==> src/rtl/nbf_pkg.sv <==
package nbf_pkg;

  localparam int WIN_BITS   = 9;
  localparam int LUT_DEPTH  = 1 << WIN_BITS;
  localparam int CENTER_BIT = 4;

  typedef enum logic [1:0] {
    ST_IDLE  = 2'd0,
    ST_FILL  = 2'd1,
    ST_FLUSH = 2'd2
  } nbf_state_e;

  // Table whose entry a returns the window centre bit of a
  function automatic logic [LUT_DEPTH-1:0] pass_table();
    logic [LUT_DEPTH-1:0] t;
    logic [WIN_BITS-1:0]  av;
    for (int a = 0; a < LUT_DEPTH; a++) begin
      av   = WIN_BITS'(a);
      t[a] = av[CENTER_BIT];
    end
    return t;
  endfunction

endpackage

==> src/rtl/nbf_line_delay.sv <==
module nbf_line_delay #(
  parameter int LEN     = 65,
  parameter int HEAD_N  = 3,
  parameter int TAIL_N  = 1
) (
  input  logic              clk,
  input  logic              en,
  input  logic              din,
  output logic [HEAD_N-1:0] head,
  output logic [TAIL_N-1:0] tail
);

  logic [LEN-1:0] q_r;
  logic [LEN-1:0] q_nxt;

  always_comb begin
    q_nxt = {q_r[LEN-2:0], din};
  end

  // Data path only: no reset, contents are masked until they are valid
  always_ff @(posedge clk) begin
    if (en) q_r <= q_nxt;
  end

  // head[i] is the pixel stepped in i steps ago
  for (genvar h = 0; h < HEAD_N; h++) begin : g_head
    assign head[h] = q_r[h];
  end

  // tail[TAIL_N-1] is the oldest stored pixel
  for (genvar t = 0; t < TAIL_N; t++) begin : g_tail
    assign tail[t] = q_r[LEN-TAIL_N+t];
  end

endmodule

==> src/rtl/nbf_raster_ctrl.sv <==
module nbf_raster_ctrl
  import nbf_pkg::*;
#(
  parameter int IMG_W = 64,
  parameter int IMG_H = 64,
  parameter int CW    = $clog2(IMG_W + 1),
  parameter int RW    = $clog2(IMG_H + 1)
) (
  input  logic          clk,
  input  logic          rst_n,
  input  logic          in_valid,
  input  logic          in_sof,
  output logic          take_pix,
  output logic          step,
  output logic          table_load,
  output logic          win_vld,
  output logic [RW-1:0] crow,
  output logic [CW-1:0] ccol
);

  localparam logic [RW-1:0] ROW_ONE  = RW'(1);
  localparam logic [RW-1:0] ROW_LAST = RW'(IMG_H - 1);
  localparam logic [RW-1:0] ROW_PAD  = RW'(IMG_H);
  localparam logic [CW-1:0] COL_ONE  = CW'(1);
  localparam logic [CW-1:0] COL_LAST = CW'(IMG_W - 1);
  localparam logic [CW-1:0] COL_END  = CW'(IMG_W);
  localparam logic [CW-1:0] COL_PEN  = CW'(IMG_W - 2);

  nbf_state_e    state_q, state_d;
  logic [RW-1:0] prow_q, prow_d, crow_q, crow_d, cur_row;
  logic [CW-1:0] pcol_q, pcol_d, ccol_q, ccol_d, cur_col;
  logic          win_q, win_d;
  logic          sof_go, take, stp, cen_hit, cen_first;

  always_comb begin
    sof_go    = in_valid & in_sof;
    take      = sof_go | ((state_q == ST_FILL) & in_valid);
    stp       = take | ((state_q == ST_FLUSH) & ~sof_go);
    cur_row   = sof_go ? '0 : prow_q;
    cur_col   = sof_go ? '0 : pcol_q;
    cen_first = (cur_row == ROW_ONE) && (cur_col == COL_ONE);
    cen_hit   = stp && ((cur_row > ROW_ONE) ||
                        ((cur_row == ROW_ONE) && (cur_col != '0)));

    state_d = state_q;
    prow_d  = prow_q;
    pcol_d  = pcol_q;
    crow_d  = crow_q;
    ccol_d  = ccol_q;
    win_d   = cen_hit;

    if (stp) begin
      if (cur_row == ROW_PAD) begin
        prow_d  = cur_row;
        pcol_d  = cur_col + CW'(1);
        state_d = (cur_col == COL_END) ? ST_IDLE : ST_FLUSH;
      end else if (cur_col == COL_LAST) begin
        prow_d  = cur_row + RW'(1);
        pcol_d  = '0;
        state_d = (cur_row == ROW_LAST) ? ST_FLUSH : ST_FILL;
      end else begin
        prow_d  = cur_row;
        pcol_d  = cur_col + CW'(1);
        state_d = ST_FILL;
      end
    end

    if (cen_hit) begin
      if (cen_first) begin
        crow_d = '0;
        ccol_d = '0;
      end else if (ccol_q == COL_LAST) begin
        crow_d = crow_q + RW'(1);
        ccol_d = '0;
      end else begin
        ccol_d = ccol_q + CW'(1);
      end
    end
  end

  always_ff @(posedge clk or negedge rst_n) begin
    if (!rst_n) begin
      state_q <= ST_IDLE;
      prow_q  <= '0;
      pcol_q  <= '0;
      crow_q  <= '0;
      ccol_q  <= '0;
      win_q   <= 1'b0;
    end else begin
      state_q <= state_d;
      win_q   <= win_d;
      if (stp) begin
        prow_q <= prow_d;
        pcol_q <= pcol_d;
      end
      if (cen_hit) begin
        crow_q <= crow_d;
        ccol_q <= ccol_d;
      end
    end
  end

  assign take_pix   = take;
  assign step       = stp;
  assign table_load = sof_go;
  assign win_vld    = win_q;
  assign crow       = crow_q;
  assign ccol       = ccol_q;


  sof_restart_chk: assert property (@(posedge clk) disable iff (!rst_n)
    (in_valid && in_sof) |=> (state_q == ST_FILL && prow_q == '0 && pcol_q == COL_ONE));


  frame_count_chk: assert property (@(posedge clk) disable iff (!rst_n)
    (stp && state_q == ST_FLUSH && !sof_go && pcol_q == COL_END)
      |-> (crow_q == ROW_LAST && ccol_q == COL_PEN));


  idle_ignore_chk: assert property (@(posedge clk) disable iff (!rst_n)
    (state_q == ST_IDLE && !(in_valid && in_sof))
      |=> (!win_q && $stable(prow_q) && $stable(pcol_q)));

endmodule

==> src/rtl/nbf_lut_bank.sv <==
module nbf_lut_bank
  import nbf_pkg::*;
(
  input  logic                clk,
  input  logic                rst_n,
  input  logic                wr_en,
  input  logic [WIN_BITS-1:0] wr_addr,
  input  logic                wr_bit,
  input  logic                load,
  input  logic [WIN_BITS-1:0] rd_addr,
  output logic                rd_bit
);

  localparam logic [LUT_DEPTH-1:0] RESET_TABLE = pass_table();

  logic [LUT_DEPTH-1:0] pend_q, pend_d;
  logic [LUT_DEPTH-1:0] work_q, work_d;

  always_comb begin
    pend_d = pend_q;
    if (wr_en) pend_d[wr_addr] = wr_bit;
    work_d = load ? pend_q : work_q;
  end

  always_ff @(posedge clk or negedge rst_n) begin
    if (!rst_n) begin
      pend_q <= RESET_TABLE;
      work_q <= RESET_TABLE;
    end else begin
      if (wr_en) pend_q <= pend_d;
      if (load)  work_q <= work_d;
    end
  end

  assign rd_bit = work_q[rd_addr];


  work_hold_chk: assert property (@(posedge clk) disable iff (!rst_n)
    !load |=> $stable(work_q));

endmodule

==> src/rtl/nbf_window_out.sv <==
module nbf_window_out
  import nbf_pkg::*;
#(
  parameter int IMG_W = 64,
  parameter int IMG_H = 64,
  parameter int CW    = $clog2(IMG_W + 1),
  parameter int RW    = $clog2(IMG_H + 1)
) (
  input  logic                clk,
  input  logic                rst_n,
  input  logic [WIN_BITS-1:0] taps,
  input  logic [RW-1:0]       crow,
  input  logic [CW-1:0]       ccol,
  input  logic                win_vld,
  output logic [WIN_BITS-1:0] rd_addr,
  input  logic                rd_bit,
  output logic                out_valid,
  output logic                out_pix
);

  localparam logic [RW-1:0] ROW_LAST = RW'(IMG_H - 1);
  localparam logic [CW-1:0] COL_LAST = CW'(IMG_W - 1);

  logic [2:0] row_ok, col_ok;
  logic       vld_q, vld_d, pix_q, pix_d;

  always_comb begin
    row_ok = {crow != '0, 1'b1, crow != ROW_LAST};
    col_ok = {ccol != '0, 1'b1, ccol != COL_LAST};
  end

  // Position i: window row (8-i)/3, column (8-i)%3, index 2 is top / left
  for (genvar i = 0; i < WIN_BITS; i++) begin : g_mask
    localparam int WR = (WIN_BITS - 1 - i) / 3;
    localparam int WC = (WIN_BITS - 1 - i) % 3;
    assign rd_addr[i] = taps[i] & row_ok[2-WR] & col_ok[2-WC];
  end

  always_comb begin
    vld_d = win_vld;
    pix_d = win_vld & rd_bit;
  end

  always_ff @(posedge clk or negedge rst_n) begin
    if (!rst_n) begin
      vld_q <= 1'b0;
      pix_q <= 1'b0;
    end else begin
      vld_q <= vld_d;
      pix_q <= pix_d;
    end
  end

  assign out_valid = vld_q;
  assign out_pix   = pix_q;


  top_edge_chk: assert property (@(posedge clk) disable iff (!rst_n)
    (win_vld && crow == '0) |-> (rd_addr[8:6] == 3'b000));


  left_edge_chk: assert property (@(posedge clk) disable iff (!rst_n)
    (win_vld && ccol == '0) |-> (!rd_addr[8] && !rd_addr[5] && !rd_addr[2]));


  out_quiet_chk: assert property (@(posedge clk) disable iff (!rst_n)
    !vld_q |-> !pix_q);

endmodule

==> src/rtl/nbf_filter3x3.sv <==
module nbf_filter3x3
  import nbf_pkg::*;
#(
  parameter int IMG_W = 64,
  parameter int IMG_H = 64
) (
  input  logic                clk,
  input  logic                rst_n,
  input  logic                in_valid,
  input  logic                in_sof,
  input  logic                in_pix,
  input  logic                lut_we,
  input  logic [WIN_BITS-1:0] lut_addr,
  input  logic                lut_data,
  output logic                out_valid,
  output logic                out_pix
);

  localparam int CW = $clog2(IMG_W + 1);
  localparam int RW = $clog2(IMG_H + 1);

  logic                rst_s1, rst_s2;
  logic                take_pix, step, table_load, win_vld;
  logic [RW-1:0]       crow;
  logic [CW-1:0]       ccol;
  logic                feed_pix;
  logic [2:0]          near_head;
  logic [0:0]          near_tail;
  logic [1:0]          far_head;
  logic [2:0]          far_tail;
  logic [WIN_BITS-1:0] taps, rd_addr;
  logic                rd_bit;

  // Reset asserts at once, releases on the clock
  always_ff @(posedge clk or negedge rst_n) begin
    if (!rst_n) begin
      rst_s1 <= 1'b0;
      rst_s2 <= 1'b0;
    end else begin
      rst_s1 <= 1'b1;
      rst_s2 <= rst_s1;
    end
  end

  nbf_raster_ctrl #(.IMG_W(IMG_W), .IMG_H(IMG_H), .CW(CW), .RW(RW)) u_ctrl (
    .clk        (clk),
    .rst_n      (rst_s2),
    .in_valid   (in_valid),
    .in_sof     (in_sof),
    .take_pix   (take_pix),
    .step       (step),
    .table_load (table_load),
    .win_vld    (win_vld),
    .crow       (crow),
    .ccol       (ccol)
  );

  assign feed_pix = take_pix & in_pix;

  // Newest pixel, its two predecessors, and the pixel one line back
  nbf_line_delay #(.LEN(IMG_W + 1), .HEAD_N(3), .TAIL_N(1)) u_near (
    .clk  (clk),
    .en   (step),
    .din  (feed_pix),
    .head (near_head),
    .tail (near_tail)
  );

  // Centre row from the second tap pair, upper row from the tail
  nbf_line_delay #(.LEN(IMG_W + 2), .HEAD_N(2), .TAIL_N(3)) u_far (
    .clk  (clk),
    .en   (step),
    .din  (near_tail[0]),
    .head (far_head),
    .tail (far_tail)
  );

  assign taps = {far_tail[2], far_tail[1], far_tail[0],
                 far_head[1], far_head[0], near_tail[0],
                 near_head[2], near_head[1], near_head[0]};

  nbf_lut_bank u_lut (
    .clk     (clk),
    .rst_n   (rst_s2),
    .wr_en   (lut_we),
    .wr_addr (lut_addr),
    .wr_bit  (lut_data),
    .load    (table_load),
    .rd_addr (rd_addr),
    .rd_bit  (rd_bit)
  );

  nbf_window_out #(.IMG_W(IMG_W), .IMG_H(IMG_H), .CW(CW), .RW(RW)) u_out (
    .clk       (clk),
    .rst_n     (rst_s2),
    .taps      (taps),
    .crow      (crow),
    .ccol      (ccol),
    .win_vld   (win_vld),
    .rd_addr   (rd_addr),
    .rd_bit    (rd_bit),
    .out_valid (out_valid),
    .out_pix   (out_pix)
  );

endmodule

==> config.mk <==
export PLATFORM = sky130hd
export DESIGN_NAME = nbf_filter3x3
export DESIGN_NICKNAME = d
export VERILOG_FILES = /design/src/rtl/nbf_pkg.sv /design/src/rtl/nbf_line_delay.sv /design/src/rtl/nbf_raster_ctrl.sv /design/src/rtl/nbf_lut_bank.sv /design/src/rtl/nbf_window_out.sv /design/src/rtl/nbf_filter3x3.sv
export SDC_FILE = /design/constraint.sdc
export NUM_CORES = 2
export LEC_CHECK = 0
export BUFFER_PORTS_ARGS = -buffer_cell sky130_fd_sc_hd__buf_2
export CORE_AREA = 2 2 312 314
export DETAILED_ROUTE_END_ITERATION = 16
export DIE_AREA = 0 0 314 316
export PLACE_DENSITY = 0.7
export SYNTH_ARGS = -nofsm -noshare
export SYNTH_HDL_FRONTEND = slang
export SYNTH_SLANG_ARGS = --single-unit
==> constraint.sdc <==
create_clock -name clk -period 79.3 [get_ports clk]
set_clock_uncertainty 0.2 [all_clocks]
set_input_delay 7.93 -clock clk [delete_from_list [all_inputs] [get_ports clk]]
set_output_delay 7.93 -clock clk [all_outputs]
set_load 0.02 [all_outputs]
After elaboration in Yosys (flattened, before gate mapping)
Cells that the tools add are included.
{"block": "word_totals", "regBits": 1190, "input_bits": 16, "out_inout_bits": 2}
{"block": "op_classes", "bitwise_logic": 20, "addsub": 4, "n_reduce_logical": 10, "n_lt_le_gt_ge": 4, "muxes": 19, "n_eq_ne": 11}
{"operator": "512-bit bitwise mux", "count": 1}
{"operator": "7-bit 2-to-1 mux", "count": 10}
{"operator": "7-bit by 1-bit adder with 7-bit output, second input constant", "count": 4}
{"operator": "7-bit by 6-bit equality test with 1-bit output, second input constant", "count": 3}
{"operator": "7-bit nonzero test", "count": 3}
{"operator": "9-bit by 10-bit < comparator with 1-bit output, second input constant", "count": 2}
{"operator": "1-bit AND", "count": 17}
{"operator": "7-bit by 1-bit equality test with 1-bit output, second input constant", "count": 2}
{"operator": "7-bit equality test, second input constant", "count": 2}
{"operator": "7-bit by 6-bit != test with 1-bit output, second input constant", "count": 2}
{"operator": "1-bit binary-select mux with 9-bit select", "count": 1}
{"operator": "1-bit demux with 9-bit select", "count": 1}
{"operator": "9-bit by 1-bit >= comparator with 1-bit output, second input constant", "count": 1}
{"operator": "2-bit 2-to-1 mux", "count": 4}
{"operator": "7-bit by 1-bit > comparator with 1-bit output, second input constant", "count": 1}
{"operator": "1-bit logical AND", "count": 4}
{"operator": "2-bit by 1-bit equality test with 1-bit output, second input constant", "count": 1}
{"operator": "2-bit equality test, second input constant", "count": 1}
{"operator": "1-bit 2-to-1 mux", "count": 2}
{"operator": "1-bit OR", "count": 2}
{"operator": "2-bit AND reduction", "count": 1}
{"operator": "2-bit nonzero test", "count": 1}
{"operator": "1-bit logical OR", "count": 1}
{"operator": "1-bit inverter", "count": 1}

Logic depth before layout (Yosys ltp)
{"block": "depth", "ltp_word": 7, "depth_mapped": 14, "ltp_nobuf": 12}

Hierarchy
A second synthesis with hierarchy kept.
{"block": "hier_totals", "cells_unflattened": 4296, "area_unflattened_um2": 51504.4}
{"module": "nbf_lut_bank", "area_each_um2": 45364.8, "instances": 1, "seq_area_each_um2": 26265.2, "cells_each": 3934}
{"module": "nbf_line_delay (u_far)", "area_each_um2": 2019.4, "instances": 1, "seq_area_each_um2": 1981.9, "cells_each": 71}
{"module": "nbf_line_delay (u_near)", "area_each_um2": 1974.4, "instances": 1, "seq_area_each_um2": 1951.9, "cells_each": 68}
{"module": "nbf_raster_ctrl", "area_each_um2": 1898.1, "instances": 1, "seq_area_each_um2": 775.7, "cells_each": 195}
{"module": "nbf_window_out", "area_each_um2": 187.7, "instances": 1, "seq_area_each_um2": 50.0, "cells_each": 24}
{"module": "nbf_filter3x3", "area_each_um2": 60.1, "instances": 1, "seq_area_each_um2": 50.0, "cells_each": 4}

Least setup slack after synthesis
OpenSTA, ideal clock, no wires.
{"block": "synth_path", "path_type": "in2reg", "startpoint": "in in_sof", "endpoint": "reg u_ctrl.state_q[1]", "arrival_time_ns": 12.650, "setup_slack_ns": 66.345, "path_stages": 6, "setup_ns": 0.105, "n_path_buf": 1, "cell_sequence": "o21ai_0 a21boi_1 inv_1 clkbuf_1 o31ai_1 o32ai_1"}
{"block": "synth_via", "elab_cells_between_ends": 15, "classes_between": "eq/ne: 4; mux: 6; bitwise: 5"}
{"item": "start, declared", "line_no": "nbf_filter3x3.sv:10", "source": "input logic in_sof,"}
{"item": "1-bit AND *", "line_no": "nbf_raster_ctrl.sv:36", "source": "sof_go = in_valid & in_sof;"}
{"item": "1-bit inverter", "line_no": "nbf_raster_ctrl.sv:38", "source": "stp = take | ((state_q == ST_FLUSH) & ~sof_go);"}
{"item": "1-bit AND", "line_no": "nbf_raster_ctrl.sv:38"}
{"item": "1-bit OR *", "line_no": "nbf_raster_ctrl.sv:38"}
{"item": "net step", "line_no": "nbf_filter3x3.sv:23", "source": "logic take_pix, step, table_load, win_vld;"}
{"item": "end signal, assigned", "line_no": "nbf_raster_ctrl.sv:90", "source": "state_q <= state_d;"}
{"item": "end, declared", "line_no": "nbf_raster_ctrl.sv:29", "source": "nbf_state_e state_q, state_d;"}
Mark *: on every way through the listed nets, which the timed path passes. The rest lies on a longest branch.
A chain may end at the register's enable or synchronous reset.

Worst setup path after layout
{"block": "layout_path", "startpoint": "in in_valid", "endpoint": "reg u_ctrl.crow_q[5] (netlist: u_ctrl.crow[5])"}
{"block": "layout_via", "elab_chain_len": 7, "elab_cells_between_ends": 19, "classes_between": "order compare: 1; eq/ne: 2; mux: 3; bitwise: 6; reduce/logical: 7"}
{"item": "start, declared", "line_no": "nbf_filter3x3.sv:9", "source": "input logic in_valid,"}
{"item": "parallel branches: the longest is 7 deep, another holds 7-bit by 1-bit > comparator with 1-bit output"}
{"item": "end signal, assigned", "line_no": "nbf_raster_ctrl.sv:97", "source": "crow_q <= crow_d;"}
{"item": "end, declared", "line_no": "nbf_raster_ctrl.sv:30", "source": "logic [RW-1:0] prow_q, prow_d, crow_q, crow_d, cur_row;"}
Several ways; the timed one is not identified.

==> results.json <==
{
  "outcome": "complete, no violations",
  "p_leak_uw": 0.0275,
  "overflow": 0,
  "cts_made_buffers": 121,
  "ys_types": 82,
  "slowest_delay_ns": 0.85,
  "rsz0062_at_grt": "no",
  "cts_hold_buf": 0,
  "tightest_slew_ns": 1.38,
  "layout_commonest_cell": "nand2_1",
  "drt-initial-drc-count": 6818,
  "met3_usage_pct": 10.6,
  "core_area_sq_um": 96000,
  "synth-compound-area-share_pct": 10.5,
  "area_growth_pct": 9.60,
  "antenna_left": 0,
  "place.gp.congestion": 0.877,
  "drt-pass1-iter-count": 6,
  "synth_top_family_by_area": "simple AND/OR/NAND/NOR gates",
  "min_period_over_period_pct": 13.8,
  "critPathBufInv": 2,
  "layout_common_cells": "2242 x nand2_1, 640 x o21ai_0, 556 x nand3_1",
  "fmax_mhz": 91.4,
  "synth_fa_ha_area_share_pct": 0.238,
  "synth-simple-area-share_pct": 25.1,
  "grt_max_degree": 193,
  "p_total_uw": 1340,
  "grt_use_met1_pct": 49.4,
  "synth_seq_cells": 1190,
  "synth-seq-area-share_pct": 59.2,
  "first_global_vias": 43000,
  "viasPerCell": 6.32,
  "hold_viol": 0,
  "async_reset_ff_share_pct": 89.0,
  "grt_antenna_before_repair": 10,
  "postCtsSetupBuffers": 0,
  "syn_avg_cell_area_sq_um": 8.88,
  "synth_mux_area_share_pct": 1.12,
  "vias": 44700,
  "seq_power_share_pct": 49.0,
  "clock_sinks": 1190,
  "setup_viol": 0,
  "combPwrFrac_pct": 7.1,
  "synth_edf_count": 131,
  "synth_fp_nets": 5935,
  "cap_violations": 0,
  "die_x_microns": 314,
  "final.fill_count": 8111,
  "place.port_buffers": 17,
  "detail_route.wirelength_microns": 181000,
  "stdcell_area_sq_um": 57500,
  "hpwlAfterDp_microns": 89400,
  "crit_path_end_kind": "flop",
  "post_cts_resized": 0,
  "fin_util_pct": 59.9,
  "synth_warnings": 0,
  "worst_path_most_repeated_cell": "nand2_1",
  "p_per_area_nw_per_um2": 23.3,
  "num_rows": 114,
  "fin_tns_setup_ns": 0,
  "die_area_sq_um": 99200,
  "cp_max_fo": 77,
  "worstPathCellList": "buf_2 > nand2_4 > nand2_1 > inv_1 > ha_1 > or3_1 > a31oi_1 > nand2_1 > nor3_1 > xnor2_1 > nor2_1",
  "critPathTopFamily": "simple AND/OR/NAND/NOR gates",
  "globalRouteTotalUtil_pct": 36.4,
  "grt_first_pass_wirelength_microns": 271000,
  "dpl-instance-area_sq_um": 53500,
  "gr-usage-met2_pct": 53.0,
  "internal_power_uw": 1000,
  "critical_path_class": "input pin to flop",
  "cp_slowest_cell": "a31oi_1",
  "drc": 0,
  "synth_xor_area_share_pct": 0.100,
  "clkTransAtPathRegs_ns": 0.06,
  "wire_per_inst_microns": 25.5,
  "start_kind": "input pin",
  "netSwitchingFraction_pct": 25.1,
  "synthCells": 5909,
  "boundaryPins": 18,
  "cp.required_ns": 79.71,
  "final_net_count": 5714,
  "ys.flop_type": "dfrtp_1",
  "h-tree-depth": 3,
  "root_buffer": "clkbuf_16",
  "grt-busiest-layer": "met2",
  "hold_path.class": "flop to flop",
  "slew_viol_final": 0,
  "die_h_microns": 316,
  "holdWs_ns": 0.159,
  "start_util_pct": 54.7,
  "ir_worst_vdd_mv": 0.0202,
  "clk_latency_ns": 0.75,
  "cts_tree": "done",
  "p_clk_share_pct": 43.9,
  "finalCriticalPeriod_ns": 10.94,
  "netlist_area_sq_um": 52500,
  "p_switching_uw": 336,
  "slew_headroom_pct": 7.95,
  "cp.arrival_ns": 11.35,
  "cts_buffer_depth": 3,
  "layout-drive-gt1-share_pct": 15.6
}
worst reg2reg max path, delay by kind of cell, from the launching register on:
| family | cells | cell delay, ns |
|---|---|---|
| buf+inv | 3 | 1.42 |
| fa+ha+maj | 1 | 0.26 |
| simple gates | 3 | 1.48 |
| flops | 1 | 0.40 |
| compound gates | 6 | 1.71 |
sequential cells by signal (all words and copies together) (netlist names):
name / count
u_lut.pend_q: 512
u_lut.work_q: 512
u_far.q_r: 66
u_near.q_r: 65
u_ctrl.ccol: 7
u_ctrl.crow: 7
u_ctrl.pcol_q: 7
u_ctrl.prow_q: 7
u_ctrl.state_q: 2
rst_s1: 1
rst_s2: 1
u_ctrl.win_vld: 1
u_out.out_pix: 1
u_out.out_valid: 1
power by group through the flow:
stage	registers (uW)	logic, uW	clock network, uW
floorplan	669	51.4	0
global placement	665	90.6	0
detailed placement	665	92.0	0
CTS	655	92.4	590
global route	658	101	615
finish	656	95.2	587
per-layer routing:
layer / vias up / share of wire, %
li1: 19300 / -
met1: 22000 / 39
met2: 2817 / 43
met3: 604 / 13
met4: 8 / 6.1
met5: - / 0.026
per-stage QoR:
step	setup WS, ns	cells
6_report	68.36	7073
5_1_grt	68.11	7072
4_1_cts	68.45	7071
3_5_place_dp	67.70	6841
3_3_place_gp	67.87	6841
2_1_floorplan	48.29	5909
cell usage after synthesis, types with 6 or more instances:
master	instances	share of area, %
nor2b_1	9	0.11
nand3_1	562	5.4
edfxtp_1	131	7.5
buf_4	13	0.19
o211ai_1	14	0.20
nand2b_1	22	0.26
nor3_1	73	0.70
mux2_2	21	0.45
a31oi_1	33	0.39
and2_1	11	0.13
o21ai_1	7	0.067
nor2_1	179	1.3
nor4_1	6	0.072
buf_1	14	0.10
a21o_1	6	0.086
nand4_1	11	0.13
a211oi_1	28	0.40
o221ai_1	26	0.43
o22ai_1	13	0.15
inv_1	31	0.22
or3_1	31	0.37
a221oi_1	9	0.15
and3_1	8	0.095
dfrtp_1	547	26
mux2i_1	33	0.63
nand2_1	2255	16
dfstp_2	512	26
buf_2	57	0.54
o22a_1	19	0.32
a32oi_1	6	0.10
o2111ai_1	7	0.12
clkbuf_1	368	2.6
a21oi_1	87	0.83
ha_1	10	0.24
o21a_1	9	0.13
o21ai_0	640	6.1
cell type report:
class / count / area (sq um) / share of cell area [%]
clock buffer: 187 / 3680 / 6.40
clock inverter: 43 / 394 / 0.685
multi-input combinational: 4235 / 19800 / 34.4
sequential: 1190 / 31100 / 54.0
tap: 1276 / 1600 / 2.77
timing repair buffer: 109 / 873 / 1.52
antenna: 2 / 5.00 / 0.00870
inverter: 31 / 121 / 0.211
cells by family (layout without fill, tap and decap cells):
kind of cell / after synthesis / in the layout
xor gates and xnor gates: 6 / 6
and+or+nand+nor: 3197 / 3197
AOI/OAI and AO/OA: 965 / 965
DFF: 1190 / 1190
adders and majority gates: 10 / 10
other: 1 / 3
buffers and inverters: 484 / 370
muxes: 56 / 56
path summary, 6_finish.rpt:
path,start,endpoint,slack [ns],cells after the start
setup / recovery,in_valid,u_ctrl.crow[5]$_DFFE_PN0P_,68.36,11
hold / removal,rst_s1$_DFF_PN0_,rst_s2$_DFF_PN0_,0.16,0
setup reg to reg,u_ctrl.crow[0]$_DFFE_PN0P_,u_out.out_pix$_DFF_PN0_,73.63,13
hold reg to reg,rst_s1$_DFF_PN0_,rst_s2$_DFF_PN0_,0.16,0
max in group asynchronous,rst_n,rst_s2$_DFF_PN0_,72.02,1
min in group asynchronous,rst_s2$_DFF_PN0_,u_lut.pend_q[77]$_DFFE_PN0P_,0.30,0
No activity file was read; power rests on OpenSTA's default activity.
